### src/rtl/pll_ld_pkg.sv
package pll_ld_pkg;

    localparam int LATCH_W  = 24;
    localparam int PSC_LOG2 = 3;
    localparam int N_W      = 16;
    localparam int A_W      = PSC_LOG2;
    localparam int B_W      = N_W - PSC_LOG2;
    localparam int CUR_W    = 3;

    localparam logic [1:0]  ADDR_REF  = 2'b01;
    localparam logic [1:0]  ADDR_NDIV = 2'b10;
    localparam logic [1:0]  ADDR_CTL  = 2'b00;
    localparam logic [13:0] REF_DIV   = 14'd16;
    localparam logic [1:0]  BAND_SEL  = 2'd3;
    localparam logic [2:0]  MUX_SEL   = 3'd1;
    localparam logic [1:0]  CORE_PWR  = 2'd1;

    typedef logic [LATCH_W-1:0] latch_t;

    typedef struct packed {
        logic           ok;
        logic [B_W-1:0] b;
        logic [A_W-1:0] a;
    } split_t;

    typedef enum logic [1:0] {FRM_REF, FRM_CTL, FRM_NDIV} frame_e;
    typedef enum logic [1:0] {LD_IDLE, LD_SEND, LD_SETTLE} ld_state_e;
    typedef enum logic [1:0] {SH_IDLE, SH_SHIFT, SH_GAP} sh_state_e;

    function automatic latch_t ref_word();
        latch_t w;
        w        = '0;
        w[1:0]   = ADDR_REF;
        w[15:2]  = REF_DIV;
        w[18]    = 1'b1;
        w[21:20] = BAND_SEL;
        return w;
    endfunction

    function automatic latch_t ctl_word(input logic [CUR_W-1:0] c1,
                                        input logic [CUR_W-1:0] c2);
        latch_t w;
        w        = '0;
        w[1:0]   = ADDR_CTL;
        w[3:2]   = CORE_PWR;
        w[7:5]   = MUX_SEL;
        w[8]     = 1'b1;
        w[11]    = 1'b1;
        w[16:14] = c1;
        w[19:17] = c2;
        return w;
    endfunction

    function automatic latch_t ndiv_word(input logic [A_W-1:0] a,
                                         input logic [B_W-1:0] b,
                                         input logic           d2);
        latch_t w;
        w            = '0;
        w[1:0]       = ADDR_NDIV;
        w[6:2]       = {{(5-A_W){1'b0}}, a};
        w[8 +: B_W]  = b;
        w[22]        = d2;
        return w;
    endfunction

endpackage

### src/rtl/pll_ld_split.sv
module pll_ld_split
    import pll_ld_pkg::*;
(
    input  logic [N_W-1:0] n_div,
    output split_t         res
);
    logic [B_W-1:0] b_cnt;
    logic [A_W-1:0] a_cnt;

    always_comb begin
        b_cnt  = n_div[N_W-1:PSC_LOG2];
        a_cnt  = n_div[PSC_LOG2-1:0];
        res.b  = b_cnt;
        res.a  = a_cnt;
        res.ok = ({{(B_W-A_W){1'b0}}, a_cnt} <= b_cnt);
    end
endmodule

### src/rtl/pll_ld_shift.sv
module pll_ld_shift
    import pll_ld_pkg::*;
#(
    parameter int W        = 24,
    parameter int HALF_CYC = 4
) (
    input  logic         clk,
    input  logic         rst,
    input  logic         load,
    input  logic [W-1:0] word,
    output logic         sclk,
    output logic         sen_n,
    output logic         sdata,
    output logic         fin
);
    localparam int PH_W = (HALF_CYC > 1) ? $clog2(HALF_CYC) : 1;
    localparam int BC_W = $clog2(W);
    localparam logic [PH_W-1:0] PH_LAST = PH_W'(HALF_CYC - 1);
    localparam logic [BC_W-1:0] BC_LAST = BC_W'(W - 1);

    sh_state_e       st;
    logic [W-1:0]    sr;
    logic [PH_W-1:0] ph;
    logic [BC_W-1:0] bc;

    always_ff @(posedge clk) begin
        if (rst) begin
            st    <= SH_IDLE;
            sr    <= '0;
            ph    <= '0;
            bc    <= '0;
            sclk  <= 1'b0;
            sen_n <= 1'b1;
            fin   <= 1'b0;
        end else begin
            fin <= 1'b0;
            case (st)
                SH_IDLE: begin
                    if (load) begin
                        sr    <= word;
                        sen_n <= 1'b0;
                        sclk  <= 1'b0;
                        ph    <= '0;
                        bc    <= '0;
                        st    <= SH_SHIFT;
                    end
                end
                SH_SHIFT: begin
                    if (ph == PH_LAST) begin
                        ph   <= '0;
                        sclk <= ~sclk;
                        if (sclk) begin
                            if (bc == BC_LAST) begin
                                sen_n <= 1'b1;
                                st    <= SH_GAP;
                            end else begin
                                sr <= {sr[W-2:0], 1'b0};
                                bc <= bc + 1'b1;
                            end
                        end
                    end else begin
                        ph <= ph + 1'b1;
                    end
                end
                SH_GAP: begin
                    if (ph == PH_LAST) begin
                        ph  <= '0;
                        fin <= 1'b1;
                        st  <= SH_IDLE;
                    end else begin
                        ph <= ph + 1'b1;
                    end
                end
                default: st <= SH_IDLE;
            endcase
        end
    end

    assign sdata = (st == SH_SHIFT) ? sr[W-1] : 1'b0;
endmodule

### src/rtl/pll_ld_sync.sv
module pll_ld_sync (
    input  logic clk,
    input  logic rst,
    input  logic din,
    output logic dout
);
    logic [1:0] stage;

    always_ff @(posedge clk) begin
        if (rst) stage <= 2'b00;
        else     stage <= {stage[0], din};
    end

    assign dout = stage[1];
endmodule

### src/rtl/pll_synth_loader.sv
module pll_synth_loader
    import pll_ld_pkg::*;
#(
    parameter int CLK_HZ    = 100_000_000,
    parameter int SCLK_HALF = 4
) (
    input  logic             clk,
    input  logic             rst,
    input  logic             start,
    input  logic [N_W-1:0]   n_div,
    input  logic             div2,
    input  logic [CUR_W-1:0] cp1,
    input  logic [CUR_W-1:0] cp2,
    input  logic             lock_pin,
    output logic             busy,
    output logic             done,
    output logic             error,
    output logic             lock_sts,
    output logic             spi_sclk,
    output logic             spi_sen_n,
    output logic             spi_sdata
);
    localparam int SETTLE_CYC = (CLK_HZ / 100 > 0) ? CLK_HZ / 100 : 1;
    localparam int ST_W       = $clog2(SETTLE_CYC + 1);
    localparam logic [ST_W-1:0] ST_LAST = ST_W'(SETTLE_CYC - 1);

    ld_state_e       state;
    frame_e          frm;
    logic            launched;
    logic            first_pend;
    logic [ST_W-1:0] st_cnt;
    latch_t          n_word;
    latch_t          c_word;
    latch_t          tx_word;
    split_t          split;
    logic            sh_load;
    logic            sh_fin;

    pll_ld_split i_split (
        .n_div (n_div),
        .res   (split)
    );

    always_comb begin
        case (frm)
            FRM_REF: tx_word = ref_word();
            FRM_CTL: tx_word = c_word;
            default: tx_word = n_word;
        endcase
    end

    assign sh_load = (state == LD_SEND) && !launched;

    pll_ld_shift #(.W(LATCH_W), .HALF_CYC(SCLK_HALF)) i_shift (
        .clk   (clk),
        .rst   (rst),
        .load  (sh_load),
        .word  (tx_word),
        .sclk  (spi_sclk),
        .sen_n (spi_sen_n),
        .sdata (spi_sdata),
        .fin   (sh_fin)
    );

    pll_ld_sync i_lock (
        .clk  (clk),
        .rst  (rst),
        .din  (lock_pin),
        .dout (lock_sts)
    );

    always_ff @(posedge clk) begin
        if (rst) begin
            state      <= LD_IDLE;
            frm        <= FRM_REF;
            launched   <= 1'b0;
            first_pend <= 1'b1;
            st_cnt     <= '0;
            n_word     <= '0;
            c_word     <= '0;
            done       <= 1'b0;
            error      <= 1'b0;
        end else begin
            done <= 1'b0;
            case (state)
                LD_IDLE: begin
                    if (start) begin
                        if (split.ok) begin
                            error    <= 1'b0;
                            n_word   <= ndiv_word(split.a, split.b, div2);
                            c_word   <= ctl_word(cp1, cp2);
                            frm      <= FRM_REF;
                            launched <= 1'b0;
                            state    <= LD_SEND;
                        end else begin
                            error <= 1'b1;
                            done  <= 1'b1;
                        end
                    end
                end
                LD_SEND: begin
                    if (!launched) begin
                        launched <= 1'b1;
                    end else if (sh_fin) begin
                        launched <= 1'b0;
                        case (frm)
                            FRM_REF: frm <= FRM_CTL;
                            FRM_CTL: begin
                                if (first_pend) begin
                                    st_cnt <= '0;
                                    state  <= LD_SETTLE;
                                end else begin
                                    frm <= FRM_NDIV;
                                end
                            end
                            default: begin
                                state <= LD_IDLE;
                                done  <= 1'b1;
                            end
                        endcase
                    end
                end
                LD_SETTLE: begin
                    if (st_cnt == ST_LAST) begin
                        first_pend <= 1'b0;
                        frm        <= FRM_NDIV;
                        state      <= LD_SEND;
                    end else begin
                        st_cnt <= st_cnt + 1'b1;
                    end
                end
                default: state <= LD_IDLE;
            endcase
        end
    end

    assign busy = (state != LD_IDLE);
endmodule

### config.mk
export PLATFORM = sky130hd
export DESIGN_NAME = pll_synth_loader
export DESIGN_NICKNAME = d
export VERILOG_FILES = /design/src/rtl/pll_ld_pkg.sv /design/src/rtl/pll_ld_split.sv /design/src/rtl/pll_ld_shift.sv /design/src/rtl/pll_ld_sync.sv /design/src/rtl/pll_synth_loader.sv
export SDC_FILE = /design/constraint.sdc
export NUM_CORES = 1
export LEC_CHECK = 0
export ABC_AREA = 1
export BUFFER_PORTS_ARGS = -buffer_cell sky130_fd_sc_hd__buf_2
export CAP_MARGIN = 15
export CORE_MARGIN = 4
export CORE_UTILIZATION = 60
export DETAILED_ROUTE_END_ITERATION = 16
export GPL_ROUTABILITY_DRIVEN = 0
export PLACE_DENSITY = 0.8
export SYNTH_ARGS = -nofsm -noshare
export SYNTH_HDL_FRONTEND = slang
export SYNTH_SLANG_ARGS = --single-unit
### constraint.sdc
create_clock -name clk -period 2.35 [get_ports clk]
set_input_delay 0.235 -clock clk [delete_from_list [all_inputs] [get_ports clk]]
set_output_delay 0.235 -clock clk [all_outputs]
set_load 0.02 [all_outputs]
==> results of run 1 <==
## area by class of cell
type,count,area [um^2],share of cell area (%)
multi-input combinational,455,2270,46.4
timing repair buffer,40,243,4.95
clock inverter,6,73.8,1.51
clock buffer,10,138,2.81
sequential,90,1800,36.7
inverter,65,251,5.13
tap,99,124,2.53
## worst max-delay path: stages, from the launching register on
cell and delay (ns):
dfxtp_1 0.40, inv_1 0.10, ha_1 0.30, inv_4 0.12, a21oi_2 0.05, nor2_1 0.13
o21ai_2 0.09, inv_2 0.12, nand2_2 0.27, inv_4 0.18, nor2_2 0.04, nor2_1 0.09
nor2_1 0.04
## flip-flops by register name (all words and copies together), names as in the netlist, 2 cells and up
signal and count:
st_cnt 20, state 2, i_lock.stage 2, i_shift.sr 24
n_word 17, frm 2, i_shift.ph 2, i_shift.bc 5
i_shift.st 2, c_word 7
## through the flow
stage	hold WS [ns]	instance area [um^2]	setup slack, ns	util [%]	total power (uW)
floorplan	0.342	4480	0.684	-	3430
global placement	0.392	4690	0.457	64.7	3730
detailed placement	0.396	4690	0.352	64.7	3790
CTS	0.0688	4900	0.333	67.6	4900
global route	0.0857	4900	0.0811	67.6	5250
finish	0.0810	4900	0.305	67.6	4890
## power by group through the flow
stage                     registers [uW]  logic, uW  clock network (uW)
final                               1970       1810                1110
after global routing                2010       2050                1200
after CTS                           1970       1800                1130
after detailed placement            2000       1790                   0
after global placement              1990       1730                   0
after floorplan                     1980       1460                   0
## worst max-delay path by stage
stage | cells after the start | to
2_1_floorplan | 14 | st_cnt[11]
3_3_place_gp | 12 | st_cnt[11]
3_5_place_dp | 12 | st_cnt[11]
4_1_cts | 6 | spi_sdata
5_1_grt | 12 | st_cnt[11]
6_report | 12 | st_cnt[11]
## cell families (layout without fill, tap and decap cells)
group | Yosys count | count (layout) | share of synthesized area [%]
xor+xnor | 6 | 6 | 1.17
flops | 90 | 90 | 40.3
simple gates | 284 | 284 | 27.4
compound gates | 151 | 151 | 18.3
buf+inv | 91 | 121 | 8.95
fa+ha+maj | 14 | 14 | 3.91
## Yosys cell counts, types with 2 or more instances
master	number
dfxtp_1	90
a31oi_1	11
clkinv_1	2
o21ai_1	33
nor3_1	4
ha_1	14
nand2_1	129
buf_2	7
nand3_1	30
xor2_1	6
o211ai_1	2
o21ai_0	36
inv_2	9
nor2_2	8
a21oi_1	56
clkbuf_1	10
nor2_1	90
nand2_2	4
nand4_1	10
nor2_4	4
inv_4	3
a221oi_1	5
buf_4	5
inv_1	51
a21oi_2	3
buf_6	3
## metal layers
layer  part of all wire, %  wire length (um)
met3                   5.5               547
met4                   1.3               133
met5                     0                 0
met1                    46              4630
met2                    47              4680
==> results.json, run 1 <==
{
  "status": "completed",
  "p_leak_uw": 0.00193,
  "irDropWorstVdd_v": 0.000605,
  "nFillCells": 664,
  "final_common_cell": "nand2_1",
  "port_buffers": 33,
  "drive_above_1_share_pct": 13.5,
  "hpwl_um": 7140,
  "grt_antenna_before_repair": 0,
  "clockBufferDepth": 2,
  "core-area_um2": 7250,
  "ys_warn_count": 0,
  "ys_seq_area_share_pct": 40.3,
  "fin_cells": 765,
  "r2r_slack_ns": 0.30,
  "crit_fanout": 20,
  "synth-edff-count": 0,
  "synthCells": 636,
  "chipHeight_um": 94.4,
  "timing.rr.end": "st_cnt[11]",
  "synth.top_cell.area_share_pct": 40.3,
  "numCtsBuffers": 9,
  "cts_setup_buffers": 0,
  "ys_seq_elements": 90,
  "clk_pin_slew_ns": 0.09,
  "p_clk_share_pct": 22.7,
  "diodes": 0,
  "reg2reg_depth": 12,
  "clk_latency_ns": 0.37,
  "use_met2_pct": 41.4,
  "hp-start": "lock_pin",
  "htreeDepth": 3,
  "final_cell_mix": "nand2_1 (129), nor2_1 (90), dfxtp_1 (90)",
  "drv_slew": 0,
  "setup_viol": 0,
  "tightest_slew_ns": 0.488,
  "worstSetupStartpointType": "flop",
  "finalClockSkew_ns": 0.0121,
  "row_count": 31,
  "synth_area_leaders": "dfxtp_1 (40%), nand2_1 (11%), nor2_1 (7.5%)",
  "drc": 0,
  "r2r-start": "state[1]",
  "crit_required_ns": 2.61,
  "p_int_uw": 2920,
  "grt_pass1_vias": 3900,
  "num_io_pins": 34,
  "p_seq_share_pct": 40.3,
  "hold_viol_final": 0,
  "clockRootBuffer": "clkbuf_8",
  "dieArea_um2": 8900,
  "synth_top_area_cell": "dfxtp_1",
  "crit_start": "state[1]",
  "grt_max_degree": 45,
  "fin_crit_sh_pct": 87.0,
  "hold_path_depth": 3,
  "end_kind": "flop",
  "critical_path_class": "flop to flop",
  "p_per_area_nw_per_um2": 997,
  "comb_power_share_pct": 37.0,
  "rsz0062_at_grt": "no",
  "grt-busiest-layer": "met2",
  "start_util_pct": 61.7,
  "vias": 4143,
  "drt-initial-drc-count": 261,
  "routedWlPerCell_um": 13.1,
  "drv_cap": 0,
  "use_met3_pct": 4.54,
  "area_delta_synth_final_pct": 9.59,
  "fmax_mhz": 489,
  "synth_area_um2": 4480,
  "die_x_um": 94.4,
  "ys_types": 37,
  "viasPerCell": 5.42,
  "cp.arrival_ns": 2.30,
  "first_pass_iters": 5,
  "synth_nets": 677,
  "power_switching_uw": 1970,
  "gr-total-overflow": 0,
  "ys.flop_type": "dfxtp_1",
  "hold_buffers": 0,
  "cts_resized": 0,
  "grt_use_met1_pct": 30.7,
  "final_nets": 702,
  "ant_nets": 0,
  "dp_cells": 749,
  "avgSynthCellArea_um2": 7.04,
  "routed_wl_um": 9990,
  "fin_setup_tns_ns": 0,
  "grtUsageTotal_pct": 24.2,
  "layout_min_cycle_time_ns": 2.05,
  "cts_tree": "built",
  "min_to": "i_lock.stage[0]",
  "swShare_pct": 40.2,
  "hold_class": "input port to flop",
  "synthArstFlopShare_pct": 0,
  "slew_headroom_pct": 67.1,
  "grt_pass1_wl_um": 17300,
  "clock_sinks": 90
}
Note: power is estimated with default switching activity, not from simulation.
==> run 2: changes to the inputs <==
- CELL_PAD_IN_SITES_DETAIL_PLACEMENT: not set -> 0
- CELL_PAD_IN_SITES_GLOBAL_PLACEMENT: not set -> 1
- CORE_UTILIZATION: 60 -> 43
- GPL_TIMING_DRIVEN: not set -> 0
- PLACE_DENSITY: 0.8 -> not set
- PLACE_DENSITY_LB_ADDON: not set -> 0.1
==> run 2 against run 1 <==
Compared with the run above:
- first-iteration DRC count up 6.1%
- sequential share of layout area is 0.68 points lower
- design area increased by 1.9%
- die area is 36% higher
- sequential power about the same
- clock-buffer cell count fell by 1
- setup slack improved by 0.012 ns
- core utilization decreased by 17 points
- global-route usage down 3.6 points
- cell count rose by 6.9%
- routed wire length increased by 19%
- largest cell class unchanged
- largest power group is now combinational cells
==> results.json, run 2 (synthesized netlist as in run 1, its figures left out) <==
{
  "status": "completed",
  "vias": 4273,
  "dieArea_um2": 12100,
  "min_to": "i_lock.stage[0]",
  "largest_reg_flops": 24,
  "start_util_pct": 45.0,
  "row_count": 36,
  "final_cell_mix": "nand2_1 (129), nor2_1 (90), dfxtp_1 (90)",
  "hp-start": "lock_pin",
  "grt_max_degree": 19,
  "hold_buffers": 0,
  "crit_required_ns": 2.12,
  "die_x_um": 110,
  "tightest_slew_ns": 0.706,
  "setup_viol": 0,
  "worstSetupStartpointType": "flop",
  "clk_pin_slew_ns": 0.10,
  "area_delta_synth_final_pct": 11.7,
  "hold_class": "input port to flop",
  "worstPathCellList": "inv_1, ha_1, buf_6, clkbuf_1, nand2_1, inv_1, buf_2",
  "grt_antenna_before_repair": 0,
  "hold_path_depth": 3,
  "r2r_slack_ns": 0.40,
  "hold_viol_final": 0,
  "fin_crit_sh_pct": 86.5,
  "crit_fanout": 10,
  "timing.rr.end": "st_cnt[11]",
  "routedWlPerCell_um": 14.5,
  "viasPerCell": 5.22,
  "dp_slack_ns": 0.301,
  "chipHeight_um": 110,
  "cp.arrival_ns": 1.80,
  "htreeDepth": 3,
  "drv_slew": 0,
  "grtUsageTotal_pct": 20.6,
  "hpwl_um": 8850,
  "port_buffers": 33,
  "clk_latency_ns": 0.36,
  "ant_nets": 0,
  "num_io_pins": 34,
  "slew_headroom_pct": 53.0,
  "fmax_mhz": 492,
  "cts_tree": "built",
  "diodes": 0,
  "cpMostUsedCell": "inv_1",
  "critical_path_class": "flop to output pin",
  "numCtsBuffers": 9,
  "core-area_um2": 9950,
  "p_per_area_nw_per_um2": 1000,
  "reg_top3": "i_shift.sr x24, st_cnt x20, n_word x17",
  "rsz0062_at_grt": "no",
  "first_pass_iters": 5,
  "cp_slowest_cell": "clkbuf_1",
  "clockRootBuffer": "clkbuf_8",
  "final_nets": 721,
  "drc": 0,
  "gr-total-overflow": 0,
  "r2r-start": "state[1]",
  "cts_resized": 0,
  "routed_wl_um": 11900,
  "cts_setup_buffers": 0,
  "drv_cap": 0,
  "layout_min_cycle_time_ns": 2.03,
  "clockBufferDepth": 2,
  "p_leak_uw": 0.00196,
  "grt_pass1_wl_um": 19500,
  "grt_pass1_vias": 3922,
  "drt-initial-drc-count": 277,
  "reg2reg_depth": 14,
  "end_kind": "output pin",
  "fin_setup_tns_ns": 0,
  "top_register": "i_shift.sr",
  "drive_above_1_share_pct": 14.5,
  "final_common_cell": "nand2_1",
  "setup_ws_ns": 0.317,
  "finalClockSkew_ns": 0.0183,
  "critical_path.max_stage_delay_ns": 0.38,
  "cp_top_family": "buffers and inverters",
  "irDropWorstVdd_v": 0.000332,
  "clock_sinks": 90,
  "critPathBufInv": 5
}
-- run 2: power by group --
| part | internal [uW] | switching (uW) | leakage (uW) |
|---|---|---|---|
| clock | 415 | 639 | 0.0000986 |
| combinational | 652 | 1340 | 0.00113 |
| sequential | 1800 | 167 | 0.000736 |
| total | 2870 | 2140 | 0.00196 |
-- run 2: per-stage QoR --
| step | std cells | power (uW) | hold WS [ns] | util, % | instance area, um^2 |
|---|---|---|---|---|---|
| floorplan | 636 | 3430 | 0.342 | - | 4480 |
| global placement | 802 | 3940 | 0.397 | 48.3 | 4810 |
| detailed placement | 802 | 3980 | 0.404 | 48.3 | 4810 |
| CTS | 818 | 5030 | 0.0664 | 50.2 | 5000 |
| global route | 818 | 5380 | 0.0708 | 50.2 | 5000 |
| finish | 818 | 5020 | 0.0740 | 50.2 | 5000 |
-- run 2: final cells by class --
cell class	instances	area (um^2)
multi-input combinational	455	2270
clock inverter	7	66.3
sequential	90	1800
tap	133	166
inverter	65	251
fill	1028	4960
clock buffer	9	124
timing repair buffer	33	165
buffer	26	149
-- run 2: worst register-to-register path, stage by stage, from the launching register on --
cell and delay [ns]:
dfxtp_1 0.40, inv_1 0.10, ha_1 0.18, buf_4 0.16, inv_4 0.08, a21oi_2 0.05
nor2_1 0.13, o21ai_2 0.10, inv_2 0.14, nand2_2 0.08, buf_6 0.15, inv_4 0.09
nor2_2 0.04, nor2_1 0.08, nor2_1 0.04
-- run 2: layer usage --
layer | track usage, % | wire length, um | up-vias | part of all wire [%]
li1 | - | - | 2181 | -
met1 | 30.6 | 5980 | 1955 | 50
met2 | 30.8 | 4970 | 123 | 42
met3 | 2.91 | 740 | 14 | 6.2
met4 | 6.23 | 182 | 0 | 1.5
met5 | 0 | 0 | - | 0
-- run 2: worst max path at each step --
stage / from / to / slack (ns) / cells past startpoint
6_report: i_shift.st[1] / spi_sdata / 0.32 / 7
3_3_place_gp: n_div[2] / n_word[17] / 0.32 / 10
2_1_floorplan: state[1] / st_cnt[11] / 0.68 / 14
3_5_place_dp: n_div[5] / n_word[17] / 0.30 / 11
4_1_cts: i_shift.st[1] / spi_sdata / 0.29 / 7
5_1_grt: i_shift.st[1] / spi_sdata / 0.19 / 7
==> run 3: changes to the inputs <==
- SETUP_SLACK_MARGIN: not set -> 0.4
==> run 3 against run 2 <==
Compared with the run above:
- power increased by 1.9%
- first-iteration DRC count decreased by 4.3%
- sequential cell count unchanged
- highest routed layer unchanged
- critical path depth rose by 7
- core utilization is 0.44 points higher
- die area did not move
- register-to-register slack improved by 0.09 ns
- largest power group unchanged
- routed wire length grew 0.36%
- hold slack worse by 0.0025 ns
==> results.json, run 3 (synthesized netlist as in run 1, its figures left out) <==
{
  "final_cell_mix": "nand2_1 (129), nor2_1 (90), dfxtp_1 (89)",
  "area_delta_synth_final_pct": 12.6,
  "finalClockSkew_ns": 0.0174,
  "grt_pass1_wl_um": 19500,
  "clock_sinks": 90,
  "port_buffers": 33,
  "fin_area_um2": 5040,
  "dpl-instance-area_um2": 4810,
  "crit_required_ns": 2.58,
  "cp_top_family": "buffers and inverters",
  "final_common_cell": "nand2_1",
  "die_x_um": 110,
  "grtUsageTotal_pct": 20.6,
  "gr-total-overflow": 0,
  "cp.arrival_ns": 2.09,
  "row_count": 36,
  "hpwl_um": 8850,
  "p_int_uw": 2940,
  "status": "completed",
  "viasPerCell": 5.16,
  "crit_fanout": 10,
  "clk_pin_slew_ns": 0.10,
  "p_leak_uw": 0.00199,
  "tightest_slew_ns": 0.691,
  "fmax_mhz": 537,
  "cpMostUsedCell": "nor2_1",
  "clockBufferDepth": 2,
  "cts_tree": "built",
  "end_kind": "flop",
  "setup_viol": 0,
  "diodes": 0,
  "irDropWorstVdd_v": 0.000339,
  "grt_antenna_before_repair": 0,
  "largest_reg_flops": 24,
  "drv_slew": 0,
  "critical_path_class": "flop to flop",
  "num_io_pins": 34,
  "power_switching_uw": 2170,
  "worstSetupStartpointType": "flop",
  "hold_class": "input port to flop",
  "numCtsBuffers": 9,
  "dp_slack_ns": 0.301,
  "ant_nets": 0,
  "routed_wl_um": 11900,
  "htreeDepth": 3,
  "drc": 0,
  "cp_slowest_cell": "dfxtp_2",
  "drive_above_1_share_pct": 15.2,
  "grt_max_degree": 19,
  "setup_ws_ns": 0.488,
  "hold_viol_final": 0,
  "routedWlPerCell_um": 14.5,
  "drt-initial-drc-count": 265,
  "comb_power_share_pct": 40.8,
  "top_register": "i_shift.sr",
  "fin_crit_sh_pct": 79.2,
  "slew_headroom_pct": 53.9,
  "nFillCells": 1028,
  "p_per_area_nw_per_um2": 1010,
  "dieArea_um2": 12100,
  "clockRootBuffer": "clkbuf_8",
  "critPathBufInv": 6,
  "worstPathCellList": "inv_1, ha_1, buf_4, inv_4, o21ai_1, nor2_1, o21ai_2, inv_2, nand2_4, buf_8, inv_6, nor2_2, nor2_1, nor2_1",
  "clk_latency_ns": 0.36,
  "swShare_pct": 42.4,
  "critical_path.max_stage_delay_ns": 0.35,
  "reg_top3": "i_shift.sr x24, st_cnt x20, n_word x17",
  "chipHeight_um": 110,
  "drv_cap": 0,
  "layout_min_cycle_time_ns": 1.86,
  "rsz0062_at_grt": "yes",
  "hold_buffers": 0,
  "first_pass_iters": 5,
  "vias": 4245,
  "start_util_pct": 45.0,
  "p_seq_share_pct": 38.6,
  "core-area_um2": 9950,
  "p_clk_share_pct": 20.7,
  "fin_setup_tns_ns": 0,
  "grt_pass1_vias": 3922,
  "final_nets": 725
}
## run 3: changes by cell type in the layout (fill, tap and decap cells not counted)
cell / delta
dfxtp_1: -1
buf_6: -1
inv_4: -1
nand2_2: -1
dfxtp_2: +1
clkbuf_1: -1
buf_4: +4
buf_8: +1
nand2_4: +1
buf_2: +1
inv_6: +1
## run 3: repair_timing
action                                  CTS  global route
pin swaps                                 0             2
endpoints found under the setup margin    1            22
buffers inserted                          0             4
gates resized for setup                   1             5
## run 3: path summary, 6_finish.rpt
| path | slack, ns | endpoint | cells past startpoint | from |
|---|---|---|---|---|
| min | 0.07 | i_lock.stage[0] | 3 | lock_pin |
| min reg2reg | 0.42 | i_lock.stage[1] | 2 | i_lock.stage[0] |
| max reg2reg | 0.49 | st_cnt[11] | 14 | state[1] |
| max | 0.49 | st_cnt[11] | 14 | state[1] |
## run 3: power groups by stage
stage               combinational, uW  sequential (uW)  clock (uW)
floorplan                        1460             1980           0
global placement                 1940             1990           0
detailed placement               1980             2000           0
CTS                              1990             1970        1070
global route                     2330             2010        1140
finish                           2080             1970        1060
## run 3: through the flow
step	util, %	instances	total power [uW]	hold WS (ns)
after global placement	48.3	802	3940	0.397
after global routing	50.6	822	5480	0.0708
after floorplan	-	636	3430	0.342
after CTS	50.2	818	5030	0.0664
final	50.6	822	5110	0.0716
after detailed placement	48.3	802	3980	0.404
## run 3: layout make-up
type                       count  area, um^2  share of cell area, %
inverter                      65         254                   5.04
tap                          133         166                   3.30
timing repair buffer          37         195                   3.87
clock buffer                   9         124                   2.46
buffer                        26         154                   3.05
sequential                    90        1800                   35.8
clock inverter                 7        66.3                   1.32
multi-input combinational    455        2280                   45.2
## run 3: metal layers
metal  wire [um]  global-route usage [%]
met5           0                       0
met4         155                    6.23
met3         681                    2.91
met2        5090                    30.8
met1        5990                    30.6
## run 3: worst register-to-register path, cell delays in order (launching register included)
cell	delay, ns
dfxtp_2	0.35
inv_1	0.07
ha_1	0.18
buf_4	0.17
inv_4	0.08
o21ai_1	0.06
nor2_1	0.13
o21ai_2	0.10
inv_2	0.15
nand2_4	0.07
buf_8	0.15
inv_6	0.08
nor2_2	0.03
nor2_1	0.08
nor2_1	0.04
